File: config.mk
export PLATFORM = sky130hd
export DESIGN_NAME = chan_req_gate
export DESIGN_NICKNAME = d
export VERILOG_FILES = /design/src/rtl/chan_gate_pkg.sv /design/src/rtl/chan_req_route.sv /design/src/rtl/chan_trig_sync.sv /design/src/rtl/chan_trig_pend.sv /design/src/rtl/chan_req_gate.sv
export SDC_FILE = /design/constraint.sdc
export NUM_CORES = 1
export LEC_CHECK = 0
export BUFFER_PORTS_ARGS = -buffer_cell sky130_fd_sc_hd__buf_2
export CAP_MARGIN = 10
export CORE_AREA = 5 5 82 84
export CTS_BUF_LIST = sky130_fd_sc_hd__clkbuf_4 sky130_fd_sc_hd__clkbuf_8
export DETAILED_ROUTE_END_ITERATION = 8
export DIE_AREA = 0 0 87 89
export GPL_TIMING_DRIVEN = 0
export PLACE_DENSITY = 0.9
export SLEW_MARGIN = 20
export SYNTH_ARGS = -nofsm -noshare
export SYNTH_HDL_FRONTEND = slang
export SYNTH_SLANG_ARGS = --single-unit
File: constraint.sdc
create_clock -name clk -period 4.1 [get_ports clk]
set_clock_uncertainty 0.05 [all_clocks]
set_input_delay 0.82 -clock clk [delete_from_list [all_inputs] [get_ports clk]]
set_output_delay 0.82 -clock clk [all_outputs]
set_load 0.1 [all_outputs]
File: src/rtl/chan_gate_pkg.sv
package chan_gate_pkg;

  typedef enum logic [1:0] {
    POL_MASKED   = 2'b00,
    POL_RISE     = 2'b01,
    POL_FALL     = 2'b10,
    POL_MASKED_B = 2'b11
  } trig_pol_e;

  typedef enum logic [1:0] {
    GRAN_BLOCK   = 2'b00,
    GRAN_REPEAT  = 2'b01,
    GRAN_RSVD_A  = 2'b10,
    GRAN_RSVD_B  = 2'b11
  } trig_gran_e;

  // Gating is active only for the two edge encodings.
  function automatic logic pol_armed(input logic [1:0] pol);
    return (pol == POL_RISE) || (pol == POL_FALL);
  endfunction

  // Edge detection on the synchronized trigger.
  function automatic logic edge_seen(input logic [1:0] pol,
                                     input logic cur,
                                     input logic prev);
    logic rise;
    logic fall;
    rise = cur & ~prev;
    fall = ~cur & prev;
    case (pol)
      POL_RISE: return rise;
      POL_FALL: return fall;
      default:  return 1'b0;
    endcase
  endfunction

  // Repeated-block granularity exists only on two-dimensional channels.
  function automatic logic repeat_level(input logic [1:0] mode,
                                        input bit two_d);
    return two_d && (mode == GRAN_REPEAT);
  endfunction

  // Port request routing: returns {write, read}.
  function automatic logic [1:0] route_req(input logic en,
                                           input logic sw,
                                           input logic dst,
                                           input logic paced);
    logic [1:0] r;
    if (!en)      r = 2'b00;
    else if (sw)  r = 2'b11;
    else if (dst) r = {paced, 1'b0};
    else          r = {1'b0, paced};
    return r;
  endfunction

endpackage

File: src/rtl/chan_req_route.sv
module chan_req_route
  import chan_gate_pkg::*;
#(
  parameter int NUM_REQ = 128,
  localparam int SEL_W  = $clog2(NUM_REQ)
) (
  input  logic               ch_en,
  input  logic               sw_req,
  input  logic [SEL_W-1:0]   req_sel,
  input  logic               dst_req,
  input  logic [NUM_REQ-1:0] periph_req,
  output logic               paced,
  output logic               rd_req,
  output logic               wr_req
);

  logic [1:0] ports;

  // Out-of-range select values read as an idle request.
  always_comb begin
    paced = 1'b0;
    if (int'(req_sel) < NUM_REQ) paced = periph_req[req_sel];
  end

  always_comb begin
    ports  = route_req(ch_en, sw_req, dst_req, paced);
    rd_req = ports[0];
    wr_req = ports[1];
  end

endmodule

File: src/rtl/chan_trig_sync.sv
module chan_trig_sync
  import chan_gate_pkg::*;
#(
  parameter int NUM_TRIG = 64,
  parameter int STAGES   = 2,
  localparam int TSEL_W  = $clog2(NUM_TRIG)
) (
  input  logic                clk,
  input  logic                rst_n,
  input  logic [TSEL_W-1:0]   trig_sel,
  input  logic [NUM_TRIG-1:0] trig_in,
  input  logic [1:0]          trig_pol,
  output logic                trig_hit
);

  logic              raw;
  logic [STAGES-1:0] sync_q;
  logic              prev_q;

  // Select first, so only one synchronizer chain is needed.
  always_comb begin
    raw = 1'b0;
    if (int'(trig_sel) < NUM_TRIG) raw = trig_in[trig_sel];
  end

  generate
    for (genvar s = 0; s < STAGES; s++) begin : g_stage
      if (s == 0) begin : g_first
        always_ff @(posedge clk or negedge rst_n) begin
          if (!rst_n) sync_q[0] <= 1'b0;
          else        sync_q[0] <= raw;
        end
      end else begin : g_next
        always_ff @(posedge clk or negedge rst_n) begin
          if (!rst_n) sync_q[s] <= 1'b0;
          else        sync_q[s] <= sync_q[s-1];
        end
      end
    end
  endgenerate

  always_ff @(posedge clk or negedge rst_n) begin
    if (!rst_n) prev_q <= 1'b0;
    else        prev_q <= sync_q[STAGES-1];
  end

  assign trig_hit = edge_seen(trig_pol, sync_q[STAGES-1], prev_q);

endmodule

File: src/rtl/chan_trig_pend.sv
module chan_trig_pend (
  input  logic clk,
  input  logic rst_n,
  input  logic ch_en,
  input  logic gate_en,
  input  logic trig_hit,
  input  logic consume,
  output logic pending
);

  logic pend_d;

  // One flag: a hit counts only while nothing is pending.
  always_comb begin
    pend_d = 1'b0;
    if (ch_en && gate_en) begin
      if (pending) pend_d = ~consume;
      else         pend_d = trig_hit;
    end
  end

  always_ff @(posedge clk or negedge rst_n) begin
    if (!rst_n) pending <= 1'b0;
    else        pending <= pend_d;
  end

endmodule

File: src/rtl/chan_req_gate.sv
module chan_req_gate
  import chan_gate_pkg::*;
#(
  parameter int NUM_REQ     = 128,
  parameter int NUM_TRIG    = 64,
  parameter bit TWO_D       = 1'b1,
  parameter int SYNC_STAGES = 2,
  localparam int SEL_W      = $clog2(NUM_REQ),
  localparam int TSEL_W     = $clog2(NUM_TRIG)
) (
  input  logic                clk,
  input  logic                rst_n,
  input  logic                ch_en,
  input  logic                sw_req,
  input  logic [SEL_W-1:0]    req_sel,
  input  logic                dst_req,
  input  logic [1:0]          trig_mode,
  input  logic [1:0]          trig_pol,
  input  logic [TSEL_W-1:0]   trig_sel,
  input  logic [NUM_REQ-1:0]  periph_req,
  input  logic [NUM_TRIG-1:0] trig_in,
  input  logic                blk_start,
  input  logic                rblk_start,
  output logic                rd_req,
  output logic                wr_req,
  output logic                burst_ok
);

  // Named internal events, visible to the bound checker.
  logic paced;
  logic gate_en;
  logic rpt_gran;
  logic trig_hit;
  logic consume;
  logic trig_pend;

  chan_req_route #(.NUM_REQ(NUM_REQ)) u_route (
    .ch_en      (ch_en),
    .sw_req     (sw_req),
    .req_sel    (req_sel),
    .dst_req    (dst_req),
    .periph_req (periph_req),
    .paced      (paced),
    .rd_req     (rd_req),
    .wr_req     (wr_req)
  );

  chan_trig_sync #(.NUM_TRIG(NUM_TRIG), .STAGES(SYNC_STAGES)) u_sync (
    .clk      (clk),
    .rst_n    (rst_n),
    .trig_sel (trig_sel),
    .trig_in  (trig_in),
    .trig_pol (trig_pol),
    .trig_hit (trig_hit)
  );

  always_comb begin
    gate_en  = pol_armed(trig_pol);
    rpt_gran = repeat_level(trig_mode, TWO_D);
    consume  = gate_en & (rpt_gran ? rblk_start : blk_start);
  end

  chan_trig_pend u_pend (
    .clk      (clk),
    .rst_n    (rst_n),
    .ch_en    (ch_en),
    .gate_en  (gate_en),
    .trig_hit (trig_hit),
    .consume  (consume),
    .pending  (trig_pend)
  );

  assign burst_ok = ~gate_en | trig_pend;

endmodule

==> results of run 1 <==
-- layer usage --
metal / vias to the layer above / global-route usage, % / part of all wire, %
met2: 172 / 39.13 / 53
met5: - / 0 / 0.23
li1: 1136 / - / -
met3: 18 / 3.871 / 11
met4: 2 / 5.524 / 1.6
met1: 1170 / 25.62 / 35
-- cells in the final DEF, fill, tap and decap left out, drive strengths merged, types with 4 or more instances in the layout --
cell | netlist | routed
nor2 | 5 | 5
o21ai | 4 | 4
dfrtp | 4 | 4
nand3 | 6 | 6
mux2i | 25 | 25
clkbuf | 6 | 9
nand3b | 5 | 5
buf | 11 | 226
mux4 | 44 | 44
nand2 | 7 | 7
inv | 4 | 4
a21oi | 4 | 4
-- final cells by class --
cell class | count | area share, %
buffer | 17 | 3.610
inverter | 4 | 0.4760
sequential | 4 | 3.173
timing repair buffer | 215 | 34.35
tap | 75 | 2.975
clock buffer | 3 | 1.309
multi-input combinational | 134 | 54.11
-- registers in the layout, summed over array words and instances, names as in the netlist --
register / flops
u_sync.prev_q: 1
u_sync.sync_q: 2
u_pend.pending: 1
-- kinds of logic (layout without fill, tap and decap cells) --
| group | after synthesis | after routing |
|---|---|---|
| AOI/OAI and AO/OA | 24 | 24 |
| adders and majority gates | 2 | 2 |
| buffers and inverters | 21 | 239 |
| DFF | 4 | 4 |
| muxes | 70 | 70 |
| and+or+nand+nor | 38 | 38 |
-- final timing paths --
kind	start	endpoint	cells past startpoint
max	req_sel[1]	rd_req	11
min	u_sync.sync_q[0]	u_sync.sync_q[1]	0
max reg2reg	u_sync.sync_q[1]	u_pend.pending	4
min reg2reg	u_sync.sync_q[0]	u_sync.sync_q[1]	0
max in group asynchronous	rst_n	u_sync.sync_q[1]	1
min in group asynchronous	rst_n	u_sync.prev_q	1
-- metrics by stage --
stage	instance area, um^2	hold slack [ps]	TNS [ps]	instances
after detailed placement	3089	284.7	-330.1	448
after global routing	3154	293.7	0	452
after floorplan	1924	281.2	-340.4	159
final	3154	290.5	0	452
after CTS	3146	291.5	0	451
after global placement	3089	282.2	-223.5	448
-- power by group through the flow --
stage	sequential (uW)	combinational (uW)	clock [uW]
5_1_grt	49.9	346	88.6
3_5_place_dp	49.6	314	0
2_1_floorplan	48.7	179	0
6_report	49.0	321	80.8
3_3_place_gp	49.1	302	0
4_1_cts	49.1	318	83.8
-- synthesized netlist by cell type (all sizes together) --
| library cell | count | share of area [%] |
|---|---|---|
| and2b | 1 | 0.39 |
| a41oi | 2 | 0.91 |
| a22oi | 1 | 0.39 |
| dfrtp | 4 | 5.2 |
| nor3b | 1 | 0.39 |
| nor3 | 2 | 0.52 |
| o21ai | 4 | 1.0 |
| ha | 2 | 1.3 |
| mux2 | 1 | 0.59 |
| nand3 | 6 | 1.6 |
| mux4 | 44 | 54 |
| or3 | 2 | 0.65 |
| a31oi | 1 | 0.33 |
| or2 | 1 | 0.33 |
| nand2b | 3 | 0.98 |
| clkbuf | 6 | 1.2 |
| o221ai | 1 | 0.46 |
| o211ai | 3 | 1.2 |
| nand2 | 7 | 1.4 |
| nor2b | 3 | 0.98 |
| nand4 | 2 | 0.65 |
| a41o | 1 | 0.52 |
| nor2 | 5 | 0.98 |
| o22ai | 2 | 0.65 |
| nand3b | 5 | 2.0 |
| a211oi | 2 | 0.78 |
| a211o | 1 | 0.46 |
| mux2i | 25 | 13 |
| a221oi | 1 | 0.46 |
| inv | 4 | 0.78 |
| buf | 11 | 4.5 |
| o22a | 1 | 0.46 |
| a21oi | 4 | 1.0 |
-- what timing repair did --
item	4_1_cts	5_1_grt
setup endpoints to repair	2	2
gates cloned	0	0
resized for setup	4	2
pin swaps	1	1
setup buffers	0	1
==> summary.md, run 1 <==
| Metric | Value |
|---|---|
| Status | `complete, no violations` |
| GPL Wtd Cong | `approximately 0.91` |
| Total congestion overflow | `0` |
| P&R area growth vs syn | `64.34%` |
| Cell area after synthesis | `0.001919 mm^2` |
| DRT iter0 DRCs | `between 100 and 150` |
| Clk pwr share | `between 15 and 20%` |
| Post-synthesis sequential area ratio | `between 5 and 6%` |
| Crit. End Element | `output port` |
| Max cap viols | `0` |
| Worst Tran Pin Value | `approximately 510 ps` |
| Mux share of post-synthesis cell area | `about two thirds` |
| Mean Syn Cell Area | `roughly 12 um^2` |
| Max-Slew Margin vs Limit | `~66%` |
| Min cycle time layout | `approximately 4000 ps` |
| Final HPWL DP | `7695 um` |
| Hold Path Class | `reg2reg` |
| Synth cell types | `38` |
| Pwr dens | `between 100 and 150 mW/mm^2` |
| Avg Vias per Cell | `between 5 and 6` |
| Peak Freq | `252.0 MHz` |
| Multi-input combinational cell area | `0.001707 mm^2` |
| Die Width | `87 um` |
| Psw | `156.4 uW` |
| Crit path kind | `in2out` |
| Setup violators final | `0` |
| Pre-CTS WS | `-170.3 ps` |
| Buf+Inv Stages, Crit Path | `6` |
| Final Power | `between 400 and 500 uW` |
| Clock slew at reported path FFs | `30 ps` |
| Fin util | `between 50% and 60%` |
| Root buf cell | `clkbuf_8` |
| Post-synthesis adder-cell area fraction | `1.304%` |
| Worst-path fanout max | `10` |
| Largest net degree at the start of global routing | `11` |
| R2R Setup Slk | `approximately 3100 ps` |
| Number of global-route vias before repair | `2,754` |
| FF/Latch Area | `between 100 and 150 um^2` |
| Clk sink count | `4` |
| Synth warnings | `0` |
| Inserted Diodes | `0` |
| Drt first pass iters | `4` |
| Ratio of cells with drive above 1 in the final layout | `roughly 70%` |
| Initial Util | `32.81%` |
| Initial antenna violation count | `1` |
| Routed WL | `roughly 8600 um` |
| Via count | `approximately 2,500` |
| Slowest-stage cell, CP | `mux4_2` |
| Synth Area in XOR/XNOR | `0%` |
| Internal | `between 200 and 300 uW` |
| Number of CTS-inserted buffers | `3` |
| CTS Buffer Depth | `2` |
| Simple-Gate Fraction of Synth Area | `10.76%` |
| Die footprint | `slightly below 0.008 mm^2` |
| Compound-Gate Fraction of Synth Area | `under 10%` |
| Final Max Slew Viols | `0` |
| Hold-fix buffers, CTS | `0` |
| Ports | `219` |
| Port bufs | `about 210` |
| DRC viols | `0` |
| Total GRT Usage | `21.30%` |
| Syn Nets | `roughly 380` |
| Count of nets after finishing | `roughly 600` |
| Most used cell, CP | `buf_4` |
| Reg power frac | `10.9%` |
| Worst setup margin | `~130 ps` |
| Main combinational cell family by area after synthesis | `multiplexers` |
| Crit path required time | `3230 ps` |
| Core area | `between 0.005 and 0.006 mm^2` |
| Peak supply drop | `0.0001007 V` |
| Delay-heaviest family, CP | `buffers and inverters` |
| Antenna Violating Nets Remaining | `0` |
| Switching share of power | `roughly a third` |
| Clock H-tree levels | `1` |
| Cell leakage power | `between 0.0015 and 0.002 uW` |
| Delay of the slowest critical-path stage | `a little over 300 ps` |
| Critical path arrival | `between 3000 and 4000 ps` |
| Synthesis-stage register bit count | `4` |
| Final period util | `between 90% and 100%` |
| FP Rows | `28` |
| RSZ-0062 raised after global routing | `no` |
| Final hold violation count | `0` |
| First-pass GRT wire length | `about 13,000 um` |
| Clk_lat worst skew | `210 ps` |
| Critical path cell sequence | `buf_2 > buf_4 > buf_4 > buf_6 > mux4_2 > o22ai_1 > o21ai_0 > a221oi_2 > buf_4 > a211oi_2 > buf_4` |
| Die height | `roughly 89 um` |
| CP startpoint kind | `primary input` |
| Fillers | `544` |
| Logic gate share of total power | `between 70% and 80%` |
| CTS tree | `built` |
| Mapped Cells | `159` |
| Post-DR wirelength/cell | `approximately 19 um` |
Note: power is estimated with default switching activity, not from simulation.
==> inputs of run 2 (changes only) <==
==> constraint.sdc (replaced) <==
create_clock -name clk -period 4.1 [get_ports clk]
set_clock_uncertainty 0.05 [all_clocks]
set_input_delay 0.82 -clock clk [delete_from_list [all_inputs] [get_ports clk]]
set_output_delay 0.82 -clock clk [all_outputs]
set_load 0.05 [all_outputs]
==> run 2 against run 1 <==
  * Register-to-register slack is essentially flat
  * Final area decreased by 0.20%
  * Combinational power decreased by 4%
  * Sequential power hardly changed
  * Critical path depth unchanged
  * Cell count unchanged
  * Largest cell class unchanged
  * Largest power group unchanged
==> summary.md, run 2 (synthesis gave the netlist of run 1 again) <==
| Metric | Value |
|---|---|
| Buf+Inv Stages, Crit Path | `6` |
| Number of flip-flops under the largest register name | `2` |
| Crit path kind | `in2out` |
| DRC viols | `0` |
| Worst setup margin | `roughly 110 ps` |
| Die Width | `roughly 87 um` |
| Setup violators final | `0` |
| CP startpoint kind | `primary input` |
| Via count | `between 2,000 and 3,000` |
| Hold Path Class | `reg2reg` |
| Worst Tran Pin Value | `531.3 ps` |
| CTS tree | `built` |
| Crit. End Element | `output port` |
| Max-Slew Margin vs Limit | `around 65%` |
| Slowest-stage cell, CP | `mux4_2` |
| Clock slew at reported path FFs | `~30 ps` |
| Pre-CTS WS | `-88.38 ps` |
| Final Power | `around 440 uW` |
| Final HPWL DP | `7695 um` |
| Clock H-tree levels | `1` |
| Number of CTS-inserted buffers | `3` |
| Pwr dens | `between 100 and 150 mW/mm^2` |
| Critical path cell sequence | `buf_2 > buf_4 > buf_4 > buf_6 > mux4_2 > o22ai_1 > o21ai_0 > a221oi_2 > buf_4 > a211oi_2 > buf_2` |
| Routed WL | `approximately 8600 um` |
| Drt first pass iters | `4` |
| Die footprint | `between 0.007 and 0.008 mm^2` |
| Critical path arrival | `roughly 3100 ps` |
| Largest net degree at the start of global routing | `11` |
| Max cap viols | `0` |
| Worst-path fanout max | `10` |
| Post-DR wirelength/cell | `approximately 19 um` |
| Clk_lat worst skew | `210 ps` |
| Initial Util | `32.81%` |
| Most frequent cells in the layout | `217 x buf_2, 32 x mux4_2, 25 x mux2i_1, 12 x mux4_1, 7 x nand2_1` |
| Ports | `between 200 and 250` |
| Clk sink count | `4` |
| DRT iter0 DRCs | `between 100 and 150` |
| GPL Wtd Cong | `slightly above 0.9` |
| Ratio of cells with drive above 1 in the final layout | `between 70% and 80%` |
| Most used cell, CP | `buf_4` |
| Number of global-route vias before repair | `roughly 2,800` |
| Peak Freq | `around 250 MHz` |
| Avg Vias per Cell | `5.553` |
| Hold-fix buffers, CTS | `0` |
| Root buf cell | `clkbuf_8` |
| Biggest register | `u_sync.sync_q` |
| Port bufs | `between 200 and 250` |
| Crit path required time | `~3200 ps` |
| First-pass GRT wire length | `12,900 um` |
| Fillers | `~540` |
| Multi-input combinational cell area | `0.001707 mm^2` |
| Inserted Diodes | `0` |
| Antenna Violating Nets Remaining | `0` |
| Total GRT Usage | `a little over a fifth` |
| CTS Buffer Depth | `2` |
| Count of nets after finishing | `~600` |
| Commonest non-fill, non-tap cell in the layout | `buf_2` |
| Largest registers | `u_sync.sync_q (2), u_pend.pending (1), u_sync.prev_q (1)` |
| Placed Instances | `roughly 450` |
| P&R area growth vs syn | `64.02%` |
| Final hold violation count | `0` |
| Delay-heaviest family, CP | `buffers and inverters` |
| Initial antenna violation count | `1` |
| Final Max Slew Viols | `0` |
| Cell leakage power | `about 0.0016 uW` |
| Peak supply drop | `~0.0001 V` |
| Delay of the slowest critical-path stage | `approximately 310 ps` |
| FP Rows | `28` |
| Die height | `~89 um` |
| Core area | `approximately 0.0059 mm^2` |
| RSZ-0062 raised after global routing | `no` |
| FF/Latch Area | `between 100 and 150 um^2` |
| Post-Layout Cell Count | `between 400 and 500` |
| Total congestion overflow | `0` |
| Min cycle time layout | `roughly 4000 ps` |
| Status | `complete, no violations` |
| Final period util | `97.25%` |
-- run 2: power by group --
| group | switching (uW) | internal (uW) |
|---|---|---|
| clock network | 18.4 | 62.4 |
| registers | 2.77 | 46.2 |
| logic | 124 | 184 |
-- run 2: per-layer routing --
layer / global-route usage [%] / wire [um] / vias to the layer above
met2: 39.13 / 4489 / 180
met4: 5.524 / 173 / 2
met3: 3.871 / 899 / 24
li1: - / - / 1134
met1: 25.62 / 3023 / 1170
met5: 0 / 20 / -
-- run 2: area by class of cell --
type / count / area share (%)
inverters: 4 / 0.4769
well taps: 75 / 2.981
flip-flops and latches: 4 / 3.180
repair buffers: 215 / 34.26
plain buffers: 17 / 3.577
clock buffers: 3 / 1.312
multi-input cells: 134 / 54.21
-- run 2: timing repair --
action | 4_1_cts | 5_1_grt
setup buffers | 0 | 1
setup endpoints to repair | 2 | 2
pin swaps | 0 | 1
cloned | 0 | 0
resized for setup | 1 | 1
-- run 2: path summary, 6_finish.rpt --
check | startpoint | endpoint | slack (ps) | cells after the start
max | req_sel[1] | rd_req | 110 | 11
min reg2reg | u_sync.sync_q[0] | u_sync.sync_q[1] | 290 | 0
min in group asynchronous | rst_n | u_sync.prev_q | 360 | 1
max in group asynchronous | rst_n | u_sync.sync_q[1] | 3530 | 1
min | u_sync.sync_q[0] | u_sync.sync_q[1] | 290 | 0
max reg2reg | u_sync.sync_q[1] | u_pend.pending | 3110 | 4
-- run 2: stage by stage --
step                utilization, %  TNS (ps)  hold slack (ps)  area (um^2)
detailed placement           52.80    -166.2            284.7         3089
global placement             52.80    -59.61            282.2         3089
finish                       53.81         0            290.5         3148
global route                 53.81         0            293.7         3148
CTS                          53.61         0            291.5         3137
floorplan                        -         0            281.2         1924
-- run 2: worst register-to-register path, stage by stage, from the launching register on --
cell and delay [ps]:
dfrtp_1 380, nand3b_1 160, a21oi_1 130, a21oi_1 50, nor3_1 140
==> inputs of run 3 (changes only) <==
--- a/config.mk
+++ b/config.mk
@@ -7,12 +7,13 @@
 export LEC_CHECK = 0
 export BUFFER_PORTS_ARGS = -buffer_cell sky130_fd_sc_hd__buf_2
 export CAP_MARGIN = 10
-export CORE_AREA = 5 5 82 84
+export CORE_AREA = 4 4 83 85
 export CTS_BUF_LIST = sky130_fd_sc_hd__clkbuf_4 sky130_fd_sc_hd__clkbuf_8
 export DETAILED_ROUTE_END_ITERATION = 8
 export DIE_AREA = 0 0 87 89
 export GPL_TIMING_DRIVEN = 0
-export PLACE_DENSITY = 0.9
+export MAX_ROUTING_LAYER = met4
+export PLACE_DENSITY = 0.86
 export SLEW_MARGIN = 20
 export SYNTH_ARGS = -nofsm -noshare
 export SYNTH_HDL_FRONTEND = slang
==> run 3 against run 2 <==
  * Non-clock buffer count is 1 lower
  * Largest power group unchanged
  * Total power fell by 1.1%
  * Highest routed layer is now met4
  * Sequential share of layout area barely moved
  * Cell count up 0.22%
  * Critical endpoint is now wr_req
  * Maximum frequency is 0.97% higher
  * Sequential power is essentially flat
  * Worst hold slack better by 3.3 ps
==> summary.md, run 3 (synthesis gave the netlist of run 1 again) <==
| Metric | Value |
|---|---|
| Status | `complete, no violations` |
| Final Max Slew Viols | `0` |
| Max-Slew Margin vs Limit | `about three fifths` |
| Hold Path Class | `reg2reg` |
| Hold path depth | `0` |
| Clk_lat worst skew | `about 210 ps` |
| Clock H-tree levels | `1` |
| CP startpoint kind | `primary input` |
| Total GRT Usage | `21.53%` |
| Final period util | `between 90% and 100%` |
| CTS tree | `built` |
| Initial Util | `30.93%` |
| Clock slew at reported path FFs | `approximately 30 ps` |
| Peak supply drop | `~0.00012 V` |
| DRC viols | `0` |
| Count of nets after finishing | `approximately 600` |
| Setup violators final | `0` |
| Largest registers | `u_sync.sync_q (2), u_pend.pending (1), u_sync.prev_q (1)` |
| FP Rows | `29` |
| Number of flip-flops under the largest register name | `2` |
| Number of global-route vias before repair | `around 2,500` |
| Worst-path fanout max | `10` |
| Die height | `just under 90 um` |
| Setup_tns | `0 ps` |
| Peak Freq | `253.2 MHz` |
| RSZ-0062 raised after global routing | `no` |
| Crit path kind | `in2out` |
| Root buf cell | `clkbuf_8` |
| Max cap viols | `0` |
| Antenna Violating Nets Remaining | `0` |
| Port bufs | `~210` |
| Cell leakage power | `roughly 0.0016 uW` |
| First-pass GRT wire length | `12,490 um` |
| Number of CTS-inserted buffers | `3` |
| Min cycle time layout | `~3900 ps` |
| Placed cell areas | `around 0.0031 mm^2` |
| Final hold violation count | `0` |
| Hold Crit Endpoint | `u_sync.sync_q[1]` |
| Commonest non-fill, non-tap cell in the layout | `buf_2` |
| Via count | `about 2,400` |
| Initial antenna violation count | `0` |
| GPL Wtd Cong | `between 0.8 and 0.9` |
| Crit path required time | `between 3000 and 4000 ps` |
| Core area | `0.006205 mm^2` |
| HP Start | `u_sync.sync_q[0]` |
| Die footprint | `slightly below 0.008 mm^2` |
| FF-to-FF End | `u_pend.pending` |
| Hold-fix buffers, CTS | `0` |
| CTS Buffer Depth | `2` |
| Total congestion overflow | `0` |
| Final Cell Area | `between 0.003 and 0.004 mm^2` |
| Routed WL | `8767 um` |
| Worst reg2reg startpoint | `u_sync.sync_q[1]` |
| Avg Vias per Cell | `roughly 5.4` |
| Ports | `around 220` |
| Worst Tran Pin Value | `roughly 590 ps` |
| Critical path arrival | `roughly 3100 ps` |
| Final HPWL DP | `between 7000 and 8000 um` |
| R2R Setup Slk | `between 3000 and 4000 ps` |
| Cell depth of the worst flop-to-flop path | `4` |
| Most frequent cells in the layout | `217 x buf_2, 32 x mux4_2, 25 x mux2i_1, 12 x mux4_1, 7 x nand2_1` |
| P&R area growth vs syn | `63.56%` |
| Inserted Diodes | `0` |
| Pwr dens | `137.8 mW/mm^2` |
| Crit. End Element | `output port` |
| Crit path from | `req_sel[0]` |
| Drt first pass iters | `5` |
| Biggest register | `u_sync.sync_q` |
| Post-DR wirelength/cell | `19.35 um` |
| Clk sink count | `4` |
| Die Width | `slightly below 90 um` |
| Largest net degree at the start of global routing | `11` |
| Ratio of cells with drive above 1 in the final layout | `between 60% and 70%` |
| DRT iter0 DRCs | `73` |
==> run 3: cell count changes in the layout (fill, tap and decap cells not counted), sizes merged <==
cell,change
buf,-1
==> run 3: per-stage QoR <==
stage	std cells	hold WS [ps]	setup slack (ps)	util, %	power [uW]
after floorplan	159	281.2	391.6	-	215.5
after global placement	450	285.9	53.33	49.83	343.4
after detailed placement	450	289.7	32.63	49.83	352.4
after CTS	453	299.5	22.19	50.49	436.3
after global routing	453	299.2	7.249	50.59	463.6
final	453	293.7	150.9	50.59	432.5
==> run 3: worst max path at each step <==
stage	end	slack, ps	cells past startpoint
after floorplan	rd_req	390	7
after global placement	wr_req	50	9
after detailed placement	wr_req	30	9
after CTS	wr_req	20	9
after global routing	wr_req	7	9
final	wr_req	150	9
==> run 3: critical path: stages <==
cell and delay (ps):
buf_2 160, buf_4 250, buf_6 210, mux4_2 510, o211ai_1 270, o211ai_1 160, a221oi_2 380, nor2_1 80
buf_2 220
==> run 3: timing repair <==
item | 4_1_cts | 5_1_grt
resized for setup | 0 | 1
setup buffers | 0 | 0
endpoints found under the setup margin | 0 | 2
==> run 3: final cells by class <==
type | count | area (um^2)
clock buffers | 3 | 41.29
repair buffers | 214 | 1071
plain buffers | 17 | 108.9
well taps | 77 | 96.34
multi-input cells | 134 | 1707
fillers | 587 | 3065
inverters | 4 | 15.01
flip-flops and latches | 4 | 100.1
==> run 3: per-layer routing <==
layer | routed length, um | share of wire [%] | vias to the layer above | track usage (%)
met5 | 0 | 0 | - | -
met4 | 126 | 1.4 | 0 | 4.391
met3 | 599 | 6.8 | 14 | 0.9217
met2 | 4807 | 55 | 129 | 39.27
met1 | 3234 | 37 | 1158 | 26.58
li1 | - | - | 1134 | -
==> run 3: where the power goes <==
part,leakage [uW],switching [uW],total (uW),internal [uW]
combinational,0.00152,121,303,182
sequential,0.0000488,2.71,48.9,46.2
clock,0.0000216,18.2,80.6,62.4
